===== config.mk =====
export PLATFORM = sky130hd
export DESIGN_NAME = wkup_collector
export DESIGN_NICKNAME = d
export VERILOG_FILES = /design/src/rtl/wkup_pkg.sv /design/src/rtl/wkup_sync.sv /design/src/rtl/wkup_tick_gen.sv /design/src/rtl/wkup_level_qual.sv /design/src/rtl/wkup_edge_qual.sv /design/src/rtl/wkup_collector.sv
export SDC_FILE = /design/constraint.sdc
export NUM_CORES = 1
export LEC_CHECK = 0
export ABC_AREA = 1
export CORE_ASPECT_RATIO = 0.7
export CORE_MARGIN = 2
export CORE_UTILIZATION = 45
export DETAILED_ROUTE_END_ITERATION = 12
export DONT_BUFFER_PORTS = 1
export MAX_ROUTING_LAYER = met4
export PLACE_DENSITY = 0.56
export SYNTH_ARGS = -nofsm -noshare
export SYNTH_HDL_FRONTEND = slang
export SYNTH_SLANG_ARGS = --single-unit

===== constraint.sdc =====
create_clock -name clk -period 1.8 [get_ports clk]
set_input_delay 0.18 -clock clk [delete_from_list [all_inputs] [get_ports clk]]
set_output_delay 0.18 -clock clk [all_outputs]
set_load 0.01 [all_outputs]

===== src/rtl/wkup_pkg.sv =====
package wkup_pkg;

    typedef enum logic [1:0] {
        LQ_IDLE  = 2'd0,
        LQ_COUNT = 2'd1,
        LQ_HELD  = 2'd2
    } lq_state_t;

    typedef enum logic {
        EQ_STABLE = 1'b0,
        EQ_SETTLE = 1'b1
    } eq_state_t;

    // register addresses
    localparam logic [1:0] ADDR_EN  = 2'd0;
    localparam logic [1:0] ADDR_PND = 2'd1;
    localparam logic [1:0] ADDR_CSE = 2'd2;

    // pending-flag bit positions
    localparam int PB_TMR = 5;
    localparam int PB_RX  = 4;
    localparam int PB_BTN = 3;
    localparam int PB_GA  = 2;
    localparam int PB_GB  = 1;
    localparam int PB_GC  = 0;

    // enable-register mode bit
    localparam int EN_MODE = 7;
    localparam logic [7:0] EN_WMASK = 8'hBF;
    localparam logic [7:0] CSE_MASK = 8'hFC;

    // synchronized pin vector positions
    localparam int NPIN  = 8;
    localparam int S_BTN = 0;
    localparam int S_RX  = 1;
    localparam int S_GA  = 2;
    localparam int S_GB  = 3;
    localparam int S_GC  = 4;
    localparam int S_OPT = 5;
    localparam int S_RST = 6;
    localparam int S_EMU = 7;

endpackage


===== src/rtl/wkup_sync.sv =====
module wkup_sync #(
    parameter int W = 8
) (
    input  logic         clk,
    input  logic         rst_n,
    input  logic [W-1:0] d_i,
    output logic [W-1:0] q_o
);
    logic [W-1:0] meta_q;
    logic [W-1:0] sync_q;

    always_ff @(posedge clk or negedge rst_n) begin
        if (!rst_n) begin
            meta_q <= '0;
            sync_q <= '0;
        end else begin
            meta_q <= d_i;
            sync_q <= meta_q;
        end
    end

    assign q_o = sync_q;
endmodule


===== src/rtl/wkup_tick_gen.sv =====
module wkup_tick_gen #(
    parameter int FAST_DIV = 100,
    parameter int SLOW_DIV = 2000
) (
    input  logic clk,
    input  logic rst_n,
    output logic fast_tick_o,
    output logic slow_tick_o
);
    localparam int FW = (FAST_DIV > 1) ? $clog2(FAST_DIV) : 1;
    localparam int SW = (SLOW_DIV > 1) ? $clog2(SLOW_DIV) : 1;
    localparam logic [FW-1:0] F_LAST = FW'(FAST_DIV - 1);
    localparam logic [SW-1:0] S_LAST = SW'(SLOW_DIV - 1);

    logic [FW-1:0] fcnt_q;
    logic [SW-1:0] scnt_q;
    logic          f_wrap;
    logic          s_wrap;

    always_comb begin
        f_wrap = (fcnt_q == F_LAST);
        s_wrap = f_wrap && (scnt_q == S_LAST);
    end

    always_ff @(posedge clk or negedge rst_n) begin
        if (!rst_n) begin
            fcnt_q <= '0;
            scnt_q <= '0;
        end else begin
            fcnt_q <= f_wrap ? '0 : fcnt_q + 1'b1;
            if (f_wrap) begin
                scnt_q <= s_wrap ? '0 : scnt_q + 1'b1;
            end
        end
    end

    assign fast_tick_o = f_wrap;
    assign slow_tick_o = s_wrap;
endmodule


===== src/rtl/wkup_level_qual.sv =====
module wkup_level_qual
    import wkup_pkg::*;
#(
    parameter int SAMPLES = 32
) (
    input  logic clk,
    input  logic rst_n,
    input  logic sample_i,
    input  logic pin_i,
    output logic qual_o
);
    localparam int CW = (SAMPLES > 1) ? $clog2(SAMPLES) : 1;
    localparam logic [CW-1:0] LAST = CW'(SAMPLES - 1);

    lq_state_t     state_q, state_d;
    logic [CW-1:0] cnt_q, cnt_d;

    // next-state logic
    always_comb begin
        state_d = state_q;
        cnt_d   = cnt_q;
        if (sample_i) begin
            unique case (state_q)
                LQ_IDLE: begin
                    if (pin_i) begin
                        state_d = LQ_COUNT;
                        cnt_d   = CW'(1);
                    end
                end
                LQ_COUNT: begin
                    if (!pin_i) begin
                        state_d = LQ_IDLE;
                        cnt_d   = '0;
                    end else if (cnt_q == LAST) begin
                        state_d = LQ_HELD;
                        cnt_d   = '0;
                    end else begin
                        cnt_d = cnt_q + 1'b1;
                    end
                end
                LQ_HELD: begin
                    if (!pin_i) begin
                        state_d = LQ_IDLE;
                    end
                end
                default: begin
                    state_d = LQ_IDLE;
                    cnt_d   = '0;
                end
            endcase
        end
    end

    // state register
    always_ff @(posedge clk or negedge rst_n) begin
        if (!rst_n) begin
            state_q <= LQ_IDLE;
            cnt_q   <= '0;
        end else begin
            state_q <= state_d;
            cnt_q   <= cnt_d;
        end
    end

    // outputs
    always_comb begin
        qual_o = (state_q == LQ_HELD);
    end


    held_entry_chk: assert property (@(posedge clk) disable iff (!rst_n)
        $rose(qual_o) |-> $past(sample_i && pin_i && (cnt_q == LAST)));


    low_restart_chk: assert property (@(posedge clk) disable iff (!rst_n)
        (state_q == LQ_COUNT && sample_i && !pin_i) |=> (state_q == LQ_IDLE && cnt_q == '0));
endmodule


===== src/rtl/wkup_edge_qual.sv =====
module wkup_edge_qual
    import wkup_pkg::*;
#(
    parameter int TICKS      = 2,
    parameter bit BOTH_EDGES = 1'b1
) (
    input  logic clk,
    input  logic rst_n,
    input  logic tick_i,
    input  logic pin_i,
    output logic evt_o
);
    localparam int CW = (TICKS > 1) ? $clog2(TICKS) : 1;
    localparam logic [CW-1:0] LAST = CW'(TICKS - 1);

    eq_state_t     state_q, state_d;
    logic          lvl_q, lvl_d;
    logic [CW-1:0] cnt_q, cnt_d;
    logic          accept;

    // next-state logic
    always_comb begin
        state_d = state_q;
        lvl_d   = lvl_q;
        cnt_d   = cnt_q;
        accept  = 1'b0;
        unique case (state_q)
            EQ_STABLE: begin
                if (pin_i != lvl_q) begin
                    state_d = EQ_SETTLE;
                    cnt_d   = '0;
                end
            end
            EQ_SETTLE: begin
                if (pin_i == lvl_q) begin
                    state_d = EQ_STABLE;
                end else if (tick_i) begin
                    if (cnt_q == LAST) begin
                        accept  = 1'b1;
                        state_d = EQ_STABLE;
                        lvl_d   = pin_i;
                    end else begin
                        cnt_d = cnt_q + 1'b1;
                    end
                end
            end
            default: state_d = EQ_STABLE;
        endcase
    end

    // state register
    always_ff @(posedge clk or negedge rst_n) begin
        if (!rst_n) begin
            state_q <= EQ_STABLE;
            lvl_q   <= 1'b0;
            cnt_q   <= '0;
        end else begin
            state_q <= state_d;
            lvl_q   <= lvl_d;
            cnt_q   <= cnt_d;
        end
    end

    // outputs
    always_comb begin
        evt_o = accept && (BOTH_EDGES || pin_i);
    end


    evt_single_chk: assert property (@(posedge clk) disable iff (!rst_n)
        evt_o |=> !evt_o);


    glitch_abort_chk: assert property (@(posedge clk) disable iff (!rst_n)
        (state_q == EQ_SETTLE && pin_i == lvl_q) |=> (state_q == EQ_STABLE && $stable(lvl_q)));
endmodule


===== src/rtl/wkup_collector.sv =====
module wkup_collector
    import wkup_pkg::*;
#(
    parameter int FAST_DIV      = 100,
    parameter int SLOW_DIV      = 2000,
    parameter int EDGE_TICKS    = 2,
    parameter int LEVEL_SAMPLES = 32
) (
    input  logic       clk,
    input  logic       rst_n,
    input  logic       timer_i,
    input  logic       button_i,
    input  logic       rx_i,
    input  logic       gpio_a_i,
    input  logic       gpio_b_i,
    input  logic       gpio_c_i,
    input  logic       opt_rx_i,
    input  logic       rst_pin_i,
    input  logic       emu_rst_i,
    input  logic       sw_rst_i,
    input  logic       wdog_i,
    input  logic       cold_i,
    input  logic       low_bat_i,
    input  logic [1:0] addr_i,
    input  logic       wr_en_i,
    input  logic [7:0] wr_data_i,
    output logic [7:0] rd_data_o,
    output logic       wake_o
);
    localparam int NLVL = 3;   // button, gpio B, gpio C
    localparam int NEDG = 5;   // rx, gpio A, optical, reset pin, emulator
    localparam int NBOTH = 3;  // first NBOTH transition qualifiers see both edges

    logic [NPIN-1:0] pins_raw, pins_s;
    logic            fast_tick, slow_tick;
    logic [NLVL-1:0] lvl_in, lvl_ok;
    logic [NEDG-1:0] edg_in, edg_evt;

    logic [7:0] en_q;
    logic [5:0] pnd_q, pnd_set, pnd_clr;
    logic [7:0] cse_q, cse_set, cse_clr;
    logic       bit0_src;

    assign pins_raw = {emu_rst_i, rst_pin_i, opt_rx_i, gpio_c_i,
                       gpio_b_i, gpio_a_i, rx_i, button_i};

    wkup_sync #(.W(NPIN)) u_sync (
        .clk   (clk),
        .rst_n (rst_n),
        .d_i   (pins_raw),
        .q_o   (pins_s)
    );

    wkup_tick_gen #(.FAST_DIV(FAST_DIV), .SLOW_DIV(SLOW_DIV)) u_ticks (
        .clk         (clk),
        .rst_n       (rst_n),
        .fast_tick_o (fast_tick),
        .slow_tick_o (slow_tick)
    );

    assign lvl_in = {pins_s[S_GC], pins_s[S_GB], pins_s[S_BTN]};
    assign edg_in = {pins_s[S_EMU], pins_s[S_RST], pins_s[S_OPT], pins_s[S_GA], pins_s[S_RX]};

    for (genvar g = 0; g < NLVL; g++) begin : g_lvl
        wkup_level_qual #(.SAMPLES(LEVEL_SAMPLES)) u_lq (
            .clk      (clk),
            .rst_n    (rst_n),
            .sample_i (slow_tick),
            .pin_i    (lvl_in[g]),
            .qual_o   (lvl_ok[g])
        );
    end

    for (genvar g = 0; g < NEDG; g++) begin : g_edg
        wkup_edge_qual #(.TICKS(EDGE_TICKS), .BOTH_EDGES(g < NBOTH)) u_eq (
            .clk    (clk),
            .rst_n  (rst_n),
            .tick_i (fast_tick),
            .pin_i  (edg_in[g]),
            .evt_o  (edg_evt[g])
        );
    end

    // set and clear terms
    always_comb begin
        bit0_src         = en_q[EN_MODE] ? lvl_ok[2] : edg_evt[2];
        pnd_set          = '0;
        pnd_set[PB_TMR]  = timer_i    & en_q[PB_TMR];
        pnd_set[PB_RX]   = edg_evt[0] & en_q[PB_RX];
        pnd_set[PB_BTN]  = lvl_ok[0]  & en_q[PB_BTN];
        pnd_set[PB_GA]   = edg_evt[1] & en_q[PB_GA];
        pnd_set[PB_GB]   = lvl_ok[1]  & en_q[PB_GB];
        pnd_set[PB_GC]   = bit0_src   & en_q[PB_GC];
        cse_set          = {cold_i, edg_evt[3], sw_rst_i, wdog_i, edg_evt[4], low_bat_i, 2'b00};
        pnd_clr          = (wr_en_i && addr_i == ADDR_PND) ? wr_data_i[5:0] : 6'd0;
        cse_clr          = (wr_en_i && addr_i == ADDR_CSE) ? (wr_data_i & CSE_MASK) : 8'd0;
    end

    always_ff @(posedge clk or negedge rst_n) begin
        if (!rst_n) begin
            en_q  <= '0;
            pnd_q <= '0;
            cse_q <= '0;
        end else begin
            if (wr_en_i && addr_i == ADDR_EN) begin
                en_q <= wr_data_i & EN_WMASK;
            end
            pnd_q <= (cold_i ? 6'd0 : (pnd_q & ~pnd_clr)) | pnd_set;
            cse_q <= (cold_i ? 8'd0 : (cse_q & ~cse_clr)) | cse_set;
        end
    end

    always_comb begin
        unique case (addr_i)
            ADDR_EN:  rd_data_o = en_q;
            ADDR_PND: rd_data_o = {2'b00, pnd_q};
            ADDR_CSE: rd_data_o = cse_q;
            default:  rd_data_o = 8'h00;
        endcase
        wake_o = (|pnd_q) | (|cse_q);
    end


    timer_arm_chk: assert property (@(posedge clk) disable iff (!rst_n)
        $rose(pnd_q[PB_TMR]) |-> $past(timer_i && en_q[PB_TMR]));


    rx_enable_chk: assert property (@(posedge clk) disable iff (!rst_n)
        $rose(pnd_q[PB_RX]) |-> $past(en_q[PB_RX]));


    sticky_pnd_chk: assert property (@(posedge clk) disable iff (!rst_n)
        (|($past(pnd_q) & ~pnd_q)) |-> $past((wr_en_i && addr_i == ADDR_PND) || cold_i));


    cold_mark_chk: assert property (@(posedge clk) disable iff (!rst_n)
        cold_i |=> cse_q[7]);
endmodule


==> flow_summary.json <==
{
  "status": "finished with violations",
  "violations": "hold timing",
  "fmax_mhz": 598,
  "remaining_drc_errors": 0,
  "core-area_um2": 9110,
  "hold_viol": 89,
  "setup_viol": 0,
  "place_ws_ns": 0.123,
  "p_int_mw": 3.26,
  "cpMaxStageDelayCell": "dfrtp_1",
  "pin_count": 35,
  "drt_iter0_markers": 176,
  "syn_area_um2": 4220,
  "postLayoutSetupSlackWorst_ns": 0.127,
  "final_common_cell": "nand2_1",
  "start_kind": "register",
  "finalNetCount": 571,
  "wl_um": 8490,
  "worst_pin_slew_ns": 0.529,
  "portBuffers": 0,
  "die_h_um": 85.1,
  "insertion_delay_ns": 0.34,
  "timing.final.crit_share_pct": 92.9,
  "drt-pass1-iter-count": 4,
  "synth_area_leaders": "dfrtp_1 53%, nand2_1 13%, nand3_1 5.1%",
  "slowest_delay_ns": 0.40,
  "syn-num-nets": 538,
  "dieArea_um2": 10200,
  "grt_use_total_pct": 19.2,
  "cp_max_fo": 11,
  "synth_top_cell_by_area": "dfrtp_1",
  "cts_hold_buf": 16,
  "grt_pass1_wl_um": 15100,
  "ys_types": 33,
  "grt_max_degree": 90,
  "fp.dieW_um": 120,
  "crit_path_end_kind": "register",
  "viasPerCell": 4.90,
  "crit_type": "reg2reg",
  "num_vias": 3264,
  "cpMostUsedCell": "nand3_1",
  "power_frac_seq_pct": 50.6,
  "synth-seq-cells": 89,
  "clockBufferDepth": 2,
  "clock_sinks": 89,
  "crit_chain": "ha_1 > nand3_1 > nor2_4 > nand2_4 > nor2_8 > buf_4 > nand3_1 > nand2_1",
  "slew_headroom_pct": 64.6,
  "areaGrowthSynthToFinish_pct": 16.5,
  "rr_worst_depth": 8,
  "initial_utilization_pct": 46.4,
  "wl_per_cell_um": 12.8,
  "antenna_cells": 0,
  "worstPathRequired_ns": 2.07,
  "maxCapViolations": 0,
  "arrival_ns": 1.94,
  "power.share.clock_pct": 45.3,
  "power.leakage_nw": 2.41,
  "hold_slack_ns": -0.462,
  "combinationalPowerShare_pct": 4.2,
  "rows": 29,
  "hold_path.class": "in2async",
  "overflow": 0,
  "htreeDepth": 3,
  "path_buf_inv": 1,
  "cts_root_buf": "clkbuf_16",
  "grt_pass1_vias": 3208,
  "clk_pin_slew_ns": 0.06,
  "final.fill_count": 847,
  "routabilityCongestion": 0.852,
  "ant_nets": 0,
  "yosysWarnings": 0,
  "synth-seq-area-share_pct": 52.7,
  "swShare_pct": 21.8,
  "finalCriticalPeriod_ns": 1.67,
  "cts_setup_buffers": 0,
  "pwr_density_cell_nw_per_um2": 847,
  "skew_ns": 0.00676,
  "drive_gt1_share_pct": 8.49,
  "yosysTopAreaCellShare_pct": 52.7,
  "numCtsBuffers": 9,
  "cts_tree": "yes",
  "power_switching_uw": 907,
  "peakVddDrop_mv": 0.596,
  "dpl.hpwl_um": 5940,
  "cp_top_family": "simple AND/OR/NAND/NOR gates",
  "antenna_found_initial": 0,
  "synthCells": 504,
  "postLayoutCoreUtil_pct": 54.0,
  "final_cell_mix": "139 x nand2_1, 89 x dfrtp_1, 53 x inv_1",
  "avgSynthCellArea_um2": 8.38,
  "cp.depth": 8,
  "drv_slew": 0
}
==> layer usage <==
layer  GRT usage (%)  wire (µm)
met5               -          0
met3            4.77        329
met2            28.1       3540
met1            26.9       4540
met4            4.71         85
==> path summary, 6_finish.rpt <==
check                           slack [ns]                endpoint              start
max in group asynchronous             2.13        u_sync.meta_q[2]              rst_n
min in group clk                      0.01                 en_q[0]       wr_data_i[0]
worst max register to register        0.13  g_lvl[0].u_lq.cnt_q[0]  u_ticks.scnt_q[0]
worst min register to register        0.35           u_sync.q_o[3]   u_sync.meta_q[3]
worst min-delay path                 -0.46                 en_q[5]              rst_n
worst max-delay path                  0.13  g_lvl[0].u_lq.cnt_q[0]  u_ticks.scnt_q[0]
==> registers in the layout, summed over array words and instances (netlist names) <==
| signal | cells |
|---|---|
| cse_q | 6 |
| en_q | 7 |
| g_edg.u_eq.cnt_q | 5 |
| g_edg.u_eq.lvl_q | 5 |
| g_edg.u_eq.state_q | 5 |
| g_lvl.u_lq.cnt_q | 15 |
| g_lvl.u_lq.state_q | 6 |
| pnd_q | 6 |
| u_sync.meta_q | 8 |
| u_sync.q_o | 8 |
| u_ticks.fcnt_q | 7 |
| u_ticks.scnt_q | 11 |
==> worst reg2reg max path: stages (launching register included) <==
cell and delay [ns]:
dfrtp_1 0.40, ha_1 0.23, nand3_1 0.17, nor2_4 0.16, nand2_4 0.09, nor2_8 0.20, buf_4 0.17, nand3_1 0.08
nand2_1 0.09
==> cell type report <==
cell class	instances	area [µm²]	area share (%)
flip-flops and latches	89	2230	45.3
multi-input cells	352	1760	35.7
repair buffers	28	263	5.34
clock buffers	11	243	4.94
inverters	57	214	4.35
well taps	124	155	3.15
clock inverters	5	61.3	1.25
==> power by group through the flow <==
stage	Sequential (mW)	Clock (mW)	Combinational, mW
after floorplan	2.13	0	0.110
after global placement	2.14	0	0.141
after detailed placement	2.14	0	0.143
after CTS	2.11	1.95	0.173
after global routing	2.12	2.02	0.201
final	2.11	1.89	0.174
==> cell families (layout without fill, tap and decap cells) <==
kind of cell | after synthesis | after routing | synth area share [%]
AOI/OAI and AO/OA | 54 | 54 | 6.76
xor gates and xnor gates | 13 | 13 | 2.70
adders and majority gates | 8 | 8 | 2.37
buffers and inverters | 63 | 101 | 5.93
DFF | 89 | 89 | 52.7
and+or+nand+nor | 277 | 277 | 29.5
==> cell usage after synthesis (all sizes together) <==
library cell  instances
nand3b                8
nor2                 51
nand3                46
and3                  2
o211ai                1
xnor2                 5
inv                  55
or2                   1
buf                   4
xor2                  8
ha                    8
clkinv                2
o21bai                4
nor3b                 2
clkbuf                2
o22ai                 2
nand2               146
nand4                10
o21ai                28
dfrtp                89
nor3                  8
a21oi                19
nor4                  3
==> stage by stage <==
step	hold slack [ns]	total power [mW]	instance area, µm²	setup TNS, ns	instances
after global placement	-0.114	2.28	4440	0	634
after floorplan	-0.116	2.24	4220	0	504
after detailed placement	-0.113	2.29	4440	0	634
after CTS	-0.475	4.23	4910	0	666
final	-0.462	4.17	4920	0	666
after global routing	-0.481	4.33	4920	-0.00619	666
==> repair_timing <==
item                       4_1_cts  5_1_grt
setup endpoints to repair        0       12
hold endpoints to repair       104       89
resized for setup                0        4
No activity file was read; power rests on OpenSTA's default activity.
